[src/rtl/dau_pkg.sv]
package dau_pkg;
  localparam int unsigned BYTE_W = 8;
  localparam int unsigned NIB_W  = BYTE_W / 2;
  localparam int unsigned OP_W   = 3;

  typedef enum logic [OP_W-1:0] {
    OP_PK_ADD = 3'd0,
    OP_PK_SUB = 3'd1,
    OP_UN_ADD = 3'd2,
    OP_UN_SUB = 3'd3,
    OP_UN_MUL = 3'd4,
    OP_UN_DIV = 3'd5,
    OP_RSV6   = 3'd6,
    OP_RSV7   = 3'd7
  } dau_op_e;

  typedef struct packed {
    logic [BYTE_W-1:0] lo;
    logic [BYTE_W-1:0] hi;
    logic              cf;
    logic              af;
  } dau_res_t;
endpackage

[src/rtl/dau_packed.sv]
module dau_packed
  import dau_pkg::*;
(
  input  logic [BYTE_W-1:0] byte_i,
  input  logic              cf_i,
  input  logic              af_i,
  input  logic              sub_i,
  output logic [BYTE_W-1:0] byte_o,
  output logic              cf_o,
  output logic              af_o
);
  localparam logic [NIB_W-1:0]  SIX   = NIB_W'(6);
  localparam logic [NIB_W-1:0]  NINE  = NIB_W'(9);
  localparam logic [BYTE_W-1:0] LIMIT = BYTE_W'(8'h99);

  logic              lo_fix, hi_fix;
  logic [BYTE_W-1:0] corr;

  // both conditions look at the original byte
  assign lo_fix = (byte_i[NIB_W-1:0] > NINE) | af_i;
  assign hi_fix = (byte_i > LIMIT) | cf_i;
  assign corr   = {hi_fix ? SIX : '0, lo_fix ? SIX : '0};
  assign byte_o = sub_i ? byte_i - corr : byte_i + corr;
  assign cf_o   = hi_fix;
  assign af_o   = lo_fix;
endmodule

[src/rtl/dau_unpacked.sv]
module dau_unpacked
  import dau_pkg::*;
(
  input  logic [BYTE_W-1:0] lo_i,
  input  logic [BYTE_W-1:0] hi_i,
  input  logic              af_i,
  input  logic              sub_i,
  output logic [BYTE_W-1:0] lo_o,
  output logic [BYTE_W-1:0] hi_o,
  output logic              fix_o
);
  localparam logic [NIB_W-1:0]  NINE = NIB_W'(9);
  localparam logic [BYTE_W-1:0] SIX  = BYTE_W'(6);

  logic              fix;
  logic [BYTE_W-1:0] lo_t;

  assign fix   = (lo_i[NIB_W-1:0] > NINE) | af_i;
  assign lo_t  = sub_i ? lo_i - SIX : lo_i + SIX;
  assign lo_o  = {{(BYTE_W-NIB_W){1'b0}}, fix ? lo_t[NIB_W-1:0] : lo_i[NIB_W-1:0]};
  assign hi_o  = fix ? (sub_i ? hi_i - 1'b1 : hi_i + 1'b1) : hi_i;
  assign fix_o = fix;
endmodule

[src/rtl/dau_convert.sv]
module dau_convert
  import dau_pkg::*;
(
  input  logic [BYTE_W-1:0] lo_i,
  input  logic [BYTE_W-1:0] hi_i,
  input  logic              merge_i,
  output logic [BYTE_W-1:0] lo_o,
  output logic [BYTE_W-1:0] hi_o
);
  localparam logic [BYTE_W-1:0] TEN = BYTE_W'(10);

  logic [BYTE_W-1:0] quo, rem, mrg;

  assign quo  = lo_i / TEN;
  assign rem  = lo_i % TEN;
  assign mrg  = hi_i * TEN + lo_i;  // wraps to byte
  assign lo_o = merge_i ? mrg : rem;
  assign hi_o = merge_i ? '0 : quo;
endmodule

[src/rtl/dau_top.sv]
module dau_top
  import dau_pkg::*;
(
  input  logic              clk_i,
  input  logic              rst_ni,
  input  logic              valid_i,
  input  logic [OP_W-1:0]   op_i,
  input  logic [BYTE_W-1:0] lo_i,
  input  logic [BYTE_W-1:0] hi_i,
  input  logic              cf_i,
  input  logic              af_i,
  output logic              valid_o,
  output logic [BYTE_W-1:0] lo_o,
  output logic [BYTE_W-1:0] hi_o,
  output logic              cf_o,
  output logic              af_o
);
  dau_op_e op;
  assign op = dau_op_e'(op_i);

  logic [BYTE_W-1:0] pk_byte;
  logic              pk_cf, pk_af;
  logic [BYTE_W-1:0] un_lo, un_hi;
  logic              un_fix;
  logic [BYTE_W-1:0] cv_lo, cv_hi;
  dau_res_t          nxt, res_q;
  logic              vld_q;

  dau_packed u_packed (
    .byte_i (lo_i),
    .cf_i   (cf_i),
    .af_i   (af_i),
    .sub_i  (op == OP_PK_SUB),
    .byte_o (pk_byte),
    .cf_o   (pk_cf),
    .af_o   (pk_af)
  );

  dau_unpacked u_unpacked (
    .lo_i  (lo_i),
    .hi_i  (hi_i),
    .af_i  (af_i),
    .sub_i (op == OP_UN_SUB),
    .lo_o  (un_lo),
    .hi_o  (un_hi),
    .fix_o (un_fix)
  );

  dau_convert u_convert (
    .lo_i    (lo_i),
    .hi_i    (hi_i),
    .merge_i (op == OP_UN_DIV),
    .lo_o    (cv_lo),
    .hi_o    (cv_hi)
  );

  always_comb begin
    unique case (op)
      OP_PK_ADD, OP_PK_SUB: nxt = '{lo: pk_byte, hi: hi_i,  cf: pk_cf,  af: pk_af};
      OP_UN_ADD, OP_UN_SUB: nxt = '{lo: un_lo,   hi: un_hi, cf: un_fix, af: un_fix};
      OP_UN_MUL, OP_UN_DIV: nxt = '{lo: cv_lo,   hi: cv_hi, cf: 1'b0,   af: 1'b0};
      default:              nxt = '{lo: lo_i,    hi: hi_i,  cf: cf_i,   af: af_i};
    endcase
  end

  always_ff @(posedge clk_i or negedge rst_ni) begin
    if (!rst_ni) begin
      vld_q <= 1'b0;
      res_q <= '0;
    end else begin
      vld_q <= valid_i;
      if (valid_i) res_q <= nxt;
    end
  end

  assign valid_o = vld_q;
  assign lo_o    = res_q.lo;
  assign hi_o    = res_q.hi;
  assign cf_o    = res_q.cf;
  assign af_o    = res_q.af;
endmodule

[config.mk]
export PLATFORM = sky130hd
export DESIGN_NAME = dau_top
export DESIGN_NICKNAME = d
export VERILOG_FILES = /design/src/rtl/dau_pkg.sv /design/src/rtl/dau_packed.sv /design/src/rtl/dau_unpacked.sv /design/src/rtl/dau_convert.sv /design/src/rtl/dau_top.sv
export SDC_FILE = /design/constraint.sdc
export NUM_CORES = 1
export LEC_CHECK = 0
export ABC_CLOCK_PERIOD_IN_PS = 1400
export BUFFER_PORTS_ARGS = -buffer_cell sky130_fd_sc_hd__buf_2
export CORE_MARGIN = 2
export CORE_UTILIZATION = 34
export DETAILED_ROUTE_END_ITERATION = 6
export GPL_TIMING_DRIVEN = 0
export PLACE_DENSITY_LB_ADDON = 0.1
export SLEW_MARGIN = 20
export SYNTH_ARGS = -nofsm -noshare
export SYNTH_HDL_FRONTEND = slang
export SYNTH_SLANG_ARGS = --single-unit
[constraint.sdc]
create_clock -name clk_i -period 1.4 [get_ports clk_i]
set_input_delay 0.28 -clock clk_i [delete_from_list [all_inputs] [get_ports clk_i]]
set_output_delay 0.28 -clock clk_i [all_outputs]
set_load 0.1 [all_outputs]
== After elaboration in Yosys (flattened, before gate mapping) ==
Cells that the tools add are included.

* Bits in read-only memories: 0
* Bits in latches: 0
* Bits in writable memories: 0
* Output and inout port bits: 19
* Memories: 0
* Register bits after elaboration: 19
* Word-level logic and storage cells: 38

* Add/sub/neg operators: 7
* Divide/modulo/power cells: 2
* Reductions and logical operators: 4
* Shift-type cells: 0
* $lt $le $gt $ge: 2
* Muxes and demuxes: 10
* Eq/ne operators: 5
* Bitwise operators: 2
* $mul: 1

{| class="wikitable"
|+ Operators by type and width
! cell !! number
|-
| $pmux 18 s3 || 1
|-
| $mux 8 || 5
|-
| $add 8x1->8 const B || 1
|-
| $add 8x7->8 || 1
|-
| $add 8x8->8 || 1
|-
| $div 8x4->8 const B || 1
|-
| $gt 8x8->1 const B || 1
|-
| $mod 8x4->8 const B || 1
|-
| $mul 8x3->7 const B || 1
|-
| $mux 4 || 2
|-
| $sub 8x1->8 const B || 1
|-
| $sub 8x7->8 || 1
|-
| $eq 3x2->1 const B || 2
|-
| $eq 3x3->1 const B || 2
|-
| $mux 3 || 2
|-
| $reduce_or 2->1 || 3
|-
| $add 4x3->4 const B || 1
|-
| $gt 4x4->1 const B || 1
|-
| $sub 4x3->4 const B || 1
|-
| $eq 3x1->1 const B || 1
|-
| $logic_not 3->1 || 1
|-
| $or 1x1->1 || 2
|}

== Logic depth before layout (Yosys ltp) ==
Gate-level depths: netlist of the first run.

* Depth in word-level cells: 6
* Mapped depth: 13
* Mapped depth without buffers: 13

== Modules after synthesis ==
From an unflattened synthesis of the first run, not the netlist that was laid out.

* Cell total of the unflattened synthesis: 418
* Area total of the unflattened synthesis: 3400.8 um^2

{| class="wikitable"
|+ By module, submodules not included
! module !! area an instance (um^2) !! cells an instance !! times used !! sequential area each (um^2)
|-
| dau_top || 1238.7 || 123 || 1 || 475.5
|-
| dau_convert || 1232.4 || 165 || 1 || 0.0
|-
| dau_unpacked || 544.3 || 78 || 1 || 0.0
|-
| dau_packed || 385.4 || 52 || 1 || 0.0
|}

== Least setup slack after synthesis of the first run ==
OpenSTA, ideal clock, no wires.

* Kind: input port to flip-flop
* Start: input op_i[1]
* End: register res_q (netlist bit hi_o[7])
* Arrival time: 3.026 ns
* Data required time: 1.259 ns
* Path buffers: 2
* Stages: 12
* Slack: -1.767 ns
* Path through: clkbuf_1 > inv_1 > clkbuf_1 > nor3b_1 > ha_1 > a21o_1 > a21oi_1 > o21ai_0 > a31o_2 > xor2_1 > a22oi_1 > a31oi_1

* Word-level cells in the longest chain between the ends: 4
* Elaborated cells on any way between the ends: 13
* Those cells by class: eq/ne (5); mux (4); reduce/logical (4)

{| class="wikitable"
|+ Ends and longest elaborated chain
! what !! line !! text
|-
| from (decl) || dau_top.sv:7 || <nowiki>input logic [OP_W-1:0] op_i,</nowiki>
|-
| $eq 3x2->1 || dau_top.sv:43, dau_top.sv:58 ||
|-
| $mux 8 (2 in a row) || dau_unpacked.sv:21 || <nowiki>assign hi_o = fix ? (sub_i ? hi_i - 1'b1 : hi_i + 1'b1) : hi_i;</nowiki>
|-
| $pmux 18 s3 * || dau_top.sv:58 || <nowiki>unique case (op)</nowiki>
|-
| to (signal assigned) || dau_top.sv:72 || <nowiki>if (valid_i) res_q <= nxt;</nowiki>
|-
| to (decl) || dau_top.sv:26 || <nowiki>dau_res_t nxt, res_q;</nowiki>
|}

Mark *: on every way between the ends. The rest lies on a longest branch, timed or not.
A chain may end at the register's enable or synchronous reset.

== Final worst setup path of the first run ==
* Start: input hi_i[3]
* End: register res_q (netlist bit lo_o[7])

* Word-level cells in the longest chain between the ends: 4

{| class="wikitable"
|+ Ends and longest elaborated chain
! what !! line !! text
|-
| from (decl) || dau_top.sv:9 || <nowiki>input logic [BYTE_W-1:0] hi_i,</nowiki>
|-
| $mul 8x3->7 || dau_convert.sv:16 || <nowiki>assign mrg = hi_i * TEN + lo_i;</nowiki>
|-
| $add 8x8->8 || dau_convert.sv:16 ||
|-
| $mux 8 || dau_convert.sv:17 || <nowiki>assign lo_o = merge_i ? mrg : rem;</nowiki>
|-
| $pmux 18 s3 || dau_top.sv:58 ||
|}

No other way between the ends.

==> results.txt, run 1 <==
The total length of routed met2 wires is 4.76 mm. The proportion of synthesized chip area in sequential cells came out at between 15 and 20%. Counting distinct cell types in the post-synthesis netlist gives 61. The final antenna-violating net count is 0. The DRC violations left came out at 0. Combinational logic burns roughly 68% of the power. The via count of the first global-routing pass came out at 3,021. The overall die area came out at just under 0.009 mm².

The most common library cell in the layout ignoring fill and taps is buf_4. Traced cell by cell, the critical path runs through buf_12, ha_4, ha_4, fa_1, ha_4, o21ai_1, o21bai_1, a21oi_2, xnor2_2, mux2_4, a221oi_2, a211oi_1. Global routing consumed, over all layers together, about 22% of the routing resources. The final count of hold timing violations is 0. STA puts the critical path data arrival time at 2.65 ns. The power density over the cells came out at between 700 and 800 mW/mm².

The min-delay analysis places its worst path in the category primary input to flip-flop. The number of maximum-capacitance violations came out at 0. The library cells used most frequently in the layout, excluding fill and tap cells, are buf_4 (34), buf_2 (32), nand2_1 (29).

Clock skew on the completed layout was measured at 0 ns. The highest fanout seen on the critical path came out at 2. The part of the power in the clock network came out at 11.6%.

The met1 layer wirelength in the final routing is 4.36 mm. Synthesis handed over a netlist of 351 instances. The total net switching power came out at around 1600 µW. Counting every net in the synthesized netlist gives roughly 410. The total length of routed wires is between 9 and 10 mm.

The slowest cell on the critical path is fa_1. At the later pin of the worst-skew pair, clock insertion delay measures around 0.26 ns. The final critical-path required period came out at about 2.5 ns. The number of enable-type register cells in the synthesized netlist is 0. In this run the deepest clock path goes through 2 buffers.

The post-synthesis async set-or-reset flop share is 100%. The cell type contributing the most total cell area after synthesis is dfrtp_1. The detailed-route vias per instance came out at between 5 and 6. A synthesized cell averages roughly 7.8 µm².

The final net count came out at a little under 500. TritonCTS built the clock tree. The final weighted congestion in routability-driven placement is 0.855. The H-tree depth is 1. Setup repair after global routing could not meet its margin everywhere. In this run switching power makes up about half of total power. The detailed placement HPWL is between 6 and 7 mm. The leakage power of the design came out at between 0.0015 and 0.002 µW. The die extent in y is ~94 µm. The fraction of final layout cells with drive strength greater than 1 is 43.8%. The x dimension of the die is ~94 µm. The share of synthesized area in the top cell type comes to 17.4%. The worst path uses 182% of the clock period.

The worst path setup slack after routing came out at -1.14 ns. The largest net degree at the start of global routing is 20. The wire length on met3 is ~450 µm. The sequential fraction of design power is a little over 20%.

Measured on the finished design, the core utilization comes to 54.0%. The number of DRC markers after the initial detailed-route iteration is about 170. The count of buffers inserted at the top-level ports came out at 40. The leftover overflow at the end of global routing came out at 0. Across the VDD grid, the largest voltage drop is between 0.0004 and 0.0005 V. The largest stage delay on the critical path came out at 0.48 ns. The required time of the worst setup path is roughly 1.5 ns. The tree is rooted in a clkbuf_8. The worst setup path is launched from a primary input.

For the pin with the worst max-slew slack, the measured transition is approximately 0.61 ns. In this run the core area contains 32 standard-cell rows. The total count of max-transition violations in the final report is 0. The wire length per cell is about 18 µm.

The relative area change from synthesis to final layout is 53.4%. After clock tree synthesis, the clock-pin slew on the worst setup and hold paths is 0.07 ns. The detailed-router iteration count before antenna repair is 5.

The post-synthesis instance area came out at approximately 0.0027 mm². The number of sinks driven by the clock tree came out at 19. The kind of cell with the highest combined delay along the critical path is adder cells. The design internal power came out at 1660 µW. The post-layout total power is roughly 3300 µW. The final route contains 3,060 vias. During I/O placement, the number of pins put on the boundary was 43.

Sorting the synthesized cells by area gives the leading types as dfrtp_1 (17%), ha_1 (13%), xnor2_1 (6.1%). The count of synthesis-stage warnings from yosys came out at 0. The flow ran to the end, but the final reports show violations.

The number of inserted diodes came out at 0. Clock tree synthesis inserted a total of 3 buffers. The synthesis-stage register bit count came out at 19. The final reports fail on negative setup slack.

The worst setup path is captured at a flip-flop. Summed over all failing endpoints, the final setup total negative slack is -10.26 ns. The initial core utilization came out at approximately a third. The first-pass GRT wire length is 15.4 mm. The highest clock rate is 0.393 GHz.

The initial antenna violation count came out at 0. The worst relative slew slack is between 50% and 60%. The most numerous cell type found on the critical path is ha_4. By startpoint and endpoint, the worst setup path is classified as primary input to flip-flop.

In this run the standard cell core region covers 0.00777 mm². The setup violation total in the final timing report is 16. The critical path buffer and inverter count came out at 1.

In the synthesized netlist the dominant register cell turns out to be dfrtp_1. The worst hold slack across all endpoints is 0.137 ns. In this run the top signal layer used is met4.
==> layer usage <==
layer | track usage (%) | vias to the layer above
met2 | 39.1 | 92
li1 | - | 1474
met4 | 5.07 | 0
met1 | 29.6 | 1476
met3 | 2.33 | 18
met5 | 0 | -
==> logic make-up after synthesis <==
group | after synthesis | share of synthesized area (%)
AND/OR/NAND/NOR | 110 | 19.8
buffers and inverters | 36 | 6.17
AO/OA/AOI/OAI | 120 | 28.9
flip-flops | 19 | 17.4
multiplexers | 6 | 2.88
XOR/XNOR | 26 | 8.32
adder cells (fa/ha/maj) | 34 | 16.6
==> what timing repair did <==
action,4_1_cts,5_1_grt
hold buffers,1,0
resized for setup,69,56
pin swaps,52,46
buffers inserted,30,8
endpoints found under the hold margin,19,0
setup endpoints to repair,16,18
==> registers in the layout, indices dropped and copies added (netlist names) <==
name	flops
lo_o	8
valid_o	1
cf_o	1
af_o	1
hi_o	8
==> synthesized netlist by cell type, types with 3 or more instances <==
cell type,n
a211oi_1,5
a21boi_0,3
a21o_1,9
a21oi_1,31
a221oi_1,6
a22oi_1,3
a31oi_1,11
buf_2,6
buf_4,3
clkbuf_1,12
dfrtp_1,19
fa_1,4
ha_1,29
inv_1,11
mux2_2,4
nand2_1,33
nand2b_1,4
nand3_1,13
nor2_1,24
nor2b_1,3
nor3_1,9
nor3b_1,4
nor4_1,3
o211ai_1,3
o21a_1,5
o21ai_0,19
o21bai_1,4
o22ai_1,4
xnor2_1,19
xor2_1,7
==> power by group through the flow <==
stage / clock (µW) / combinational [µW] / sequential (µW)
finish: 380 / 2230 / 660
global route: 411 / 2390 / 672
CTS: 394 / 2060 / 660
global placement: 0 / 1810 / 671
detailed placement: 0 / 1830 / 671
floorplan: 0 / 887 / 1210
==> worst reg2reg max path, delay by kind of cell (launching register included) <==
family	cells	cell delay, ns
compound gates	1	0.26
simple gates	1	0.13
flops	1	0.39
==> worst paths after layout <==
kind                                startpoint                  end  slack [ns]  depth (start not counted)
setup / recovery                       hi_i[3]  lo_o[7]$_DFFE_PN0P_       -1.14                         12
hold / removal                         valid_i    valid_o$_DFF_PN0_        0.14                          1
setup reg to reg           lo_o[2]$_DFFE_PN0P_  lo_o[2]$_DFFE_PN0P_        0.50                          2
hold reg to reg            lo_o[5]$_DFFE_PN0P_  lo_o[5]$_DFFE_PN0P_        0.49                          1
max in group asynchronous               rst_ni  lo_o[6]$_DFFE_PN0P_        0.59                          2
min in group asynchronous               rst_ni  hi_o[3]$_DFFE_PN0P_        0.50                          2
==> cell type report <==
class                   instances  area [µm²]
plain buffers                  24         251
clock buffers                   3        41.3
clock inverters                 1        5.00
fillers                       750        3570
inverters                      12        63.8
multi-input cells             296        2600
flip-flops and latches         19         475
well taps                     102         128
repair buffers                 79         636
==> through the flow <==
stage,std cells,worst slack (ns),cell area [µm²]
after floorplan,351,-1.22,2970
after global placement,493,-1.61,3300
after detailed placement,493,-1.65,3300
after CTS,528,-1.19,3890
after global routing,536,-1.26,4200
final,536,-1.14,4200
(Power assumes the default switching activity.)
==> run 2, diff against run 1 <==
--- a/config.mk
+++ b/config.mk
@@ -12,6 +12,7 @@
 export DETAILED_ROUTE_END_ITERATION = 6
 export GPL_TIMING_DRIVEN = 0
 export PLACE_DENSITY_LB_ADDON = 0.1
+export SETUP_SLACK_MARGIN = 0.1
 export SLEW_MARGIN = 20
 export SYNTH_ARGS = -nofsm -noshare
 export SYNTH_HDL_FRONTEND = slang
==> results.txt, run 2 (synthesis results as in run 1) <==
The flow ran to the end, but the final reports show violations. The final reports fail on negative setup slack. The number of maximum-capacitance violations is 0 (unchanged). The worst hold path belongs to the class primary input to flip-flop. The largest net degree at the start of global routing is 20 (unchanged). The final net count is 489 (-0.61%). The highest fanout seen on the critical path came out at 2 (unchanged). The worst path setup slack after routing came out at -1.13 ns (+0.00947 ns). The number of cells on the critical path is 12 (unchanged). The leftover overflow at the end of global routing came out at 0 (unchanged).

The highest clock rate came out at 0.395 GHz (+0.37%). The x dimension of the die came to 93.7 µm (unchanged). The clock insertion delay at the later pin of the skew report is 0.25 ns (about the same). The worst setup skew after layout was 0 ns (unchanged). The final antenna-violating net count was 0 (unchanged).

The combined area of the multi-input logic cells came to 0.00262 mm² (+1.1%). The H-tree depth is 1 (unchanged). The initial antenna violation count is 0 (unchanged). The die extent in y is 93.7 µm (unchanged).

The leakage power of the design is 0.00178 µW (about the same). The aggregate global-route resource usage came out at 22.2% (-0.18 points). The setup path with the least slack is of type primary input to flip-flop. The number of inserted diodes is 0 (unchanged). The storage element area is 475 µm² (unchanged). The part of the power in the clock network was 11.6% (about the same). The final count of hold timing violations was 0 (unchanged).

The post-detailed-placement cell area is 0.00331 mm² (+0.23%). The kind of launch point of the worst setup path is a primary input. The final critical-path required period came to 2.53 ns (-0.00947 ns).

The slowest cell on the critical path is fa_1. The worst ir drop on vdd was 0.000364 V (-15%). The buffer depth of the longest clock path was 2 (unchanged). The count of boundary I/O pins came out at 43 (unchanged).

The fraction of final layout cells with drive strength greater than 1 came out at 43.4% (-0.39 points). The total count of max-transition violations in the final report came out at 0 (unchanged). The critical path buffer and inverter count came out at 1 (unchanged).

The relative area change from synthesis to final layout came out at 54.7%. The cell chosen for the clock root is clkbuf_8. STA classifies the critical path endpoint as a flip-flop. The final setup TNS is -9.71 ns (+0.550 ns). The top cell types in the final layout, fill and taps aside, are buf_4 (48), nand2_1 (30), nor2_1 (21). The critical path goes through buf_12, ha_4, ha_4, fa_1, ha_4, o21ai_2, o21bai_1, a21oi_1, xnor2_1, mux2_4, a221oi_2, a211oi_1. The switching share of total power was 48.6% (-0.65 points). The fill cell total of the finished layout came to 734 (-2.1%). The detailed-router iteration count before antenna repair is 5 (unchanged). The overall die area came out at 0.00878 mm² (unchanged).

The total net switching power is 1630 µW (+1.1%). The count of buffers inserted at the top-level ports is 40 (unchanged). The depth of the most critical reg-to-reg path came out at 2 (unchanged). The final weighted congestion in routability-driven placement came to 0.878 (+2.6%). The detailed placement HPWL came out at 6.94 mm (-0.15%). Counting stages on the worst path, the most repeated cell is ha_4. Setup repair after global routing could not meet its margin everywhere.

Leaving out fill and tap cells, the most frequent cell in the layout is buf_4. The design internal power is 1720 µW (+3.8%). The required time of the worst setup path is 1.52 ns (about the same).

The number of DRC markers after the initial detailed-route iteration is 174 (+4.8%). The detailed-route vias per instance is 5.67 (-0.75%). The wire length per cell is 18.2 µm (-0.48%). The number of sinks driven by the clock tree came out at 19 (unchanged). The first-pass GRT wire length is 15.2 mm (-1.8%).

The TritonCTS clock tree is done. The total number of vias was 3,020 (-1.3%). The largest stage delay on the critical path came out at 0.48 ns (about the same).

The via count of the first global-routing pass came out at 2,904 (-3.9%). The DRC violations left is 0 (unchanged). The clock slew seen by the registers of the worst setup and hold paths is 0.07 ns (about the same). The initial core utilization is 35.2% (unchanged). The number of buffers created by CTS came out at 3 (unchanged). The power density over the cells came out at 791 mW/mm² (+1.6%). The sequential fraction of design power came out at 19.9% (-0.3 points). The placeable core region came out at 0.00777 mm² (unchanged). The setup violation total in the final timing report is 16 (unchanged). The post-route non-filler standard cell count is 533 (-0.56%).

The transition at the pin with the smallest max-transition slack is 0.654 ns (+0.0406 ns). The number of cells on the worst hold path is 1 (unchanged). The share of the cycle needed by the critical path after routing came out at 181% (-0.68 points). The post-layout instance area came out at 0.00423 mm² (+0.86%). The instance count after placement with tap cells included came to 493 (unchanged). The cell family contributing the most delay on the critical path is adder cells. The share of total power in combinational logic is 68.6% (+0.4 points). The arrival time of the worst setup path is 2.66 ns (about the same). The share of the core filled with cells in the final layout came to 54.5% (+0.47 points).

The total length of routed wires is 9.73 mm (-1.0%). The worst relative slew slack was 56.2% (-2.7 points). The cell row count came to 32 (unchanged).
[run 2: cell count changes in the layout (fill, tap and decap cells not counted), sizes merged]
cell | previous run | this run
clkinv | 1 | 0
buf | 91 | 87
clkbuf | 14 | 16
[run 2: path summary, 6_finish.rpt]
| kind | slack, ns | end | start |
|---|---|---|---|
| worst max-delay path | -1.13 | lo_o[7]$_DFFE_PN0P_ | hi_i[3] |
| worst min-delay path | 0.14 | valid_o$_DFF_PN0_ | valid_i |
| worst max register to register | 0.51 | lo_o[2]$_DFFE_PN0P_ | lo_o[2]$_DFFE_PN0P_ |
| worst min register to register | 0.49 | lo_o[5]$_DFFE_PN0P_ | lo_o[5]$_DFFE_PN0P_ |
| max in group asynchronous | 0.59 | lo_o[0]$_DFFE_PN0P_ | rst_ni |
| min in group asynchronous | 0.50 | hi_o[3]$_DFFE_PN0P_ | rst_ni |
[run 2: through the flow]
stage | total power, µW | worst slack, ns | hold slack (ns)
after floorplan | 2100 | -1.22 | -0.0156
after global placement | 2490 | -1.65 | 0.246
after detailed placement | 2500 | -1.66 | 0.250
after CTS | 3210 | -1.16 | 0.141
after global routing | 3540 | -1.27 | 0.136
final | 3350 | -1.13 | 0.143
[run 2: power by group through the flow]
| stage | Combinational [µW] | Sequential (µW) | Clock, µW |
|---|---|---|---|
| 3_5_place_dp | 1820 | 673 | 0 |
| 6_report | 2300 | 666 | 387 |
| 3_3_place_gp | 1820 | 673 | 0 |
| 4_1_cts | 2150 | 667 | 400 |
| 2_1_floorplan | 891 | 1210 | 0 |
| 5_1_grt | 2440 | 678 | 420 |
[run 2: layout make-up]
class | count | share of cell area [%]
Multi-Input combinational cell | 296 | 62.0
Timing Repair Buffer | 77 | 15.8
Inverter | 12 | 1.51
Tap cell | 102 | 3.02
Sequential cell | 19 | 11.2
Clock buffer | 4 | 1.06
Buffer | 23 | 5.41
[run 2: repair_timing]
action,4_1_cts,5_1_grt
gates resized for setup,112,36
setup endpoints to repair,36,17
hold buffers,1,0
setup buffers,30,6
pin swaps,58,43
hold endpoints to repair,19,0
[run 2: per-layer routing]
layer  part of all wire, %  vias up  GRT usage, %
li1                      -     1460             -
met1                    44     1448          30.0
met2                    49       89          37.9
met3                   4.3       23          2.33
met4                   2.5        0          5.56
met5                     0        -             0
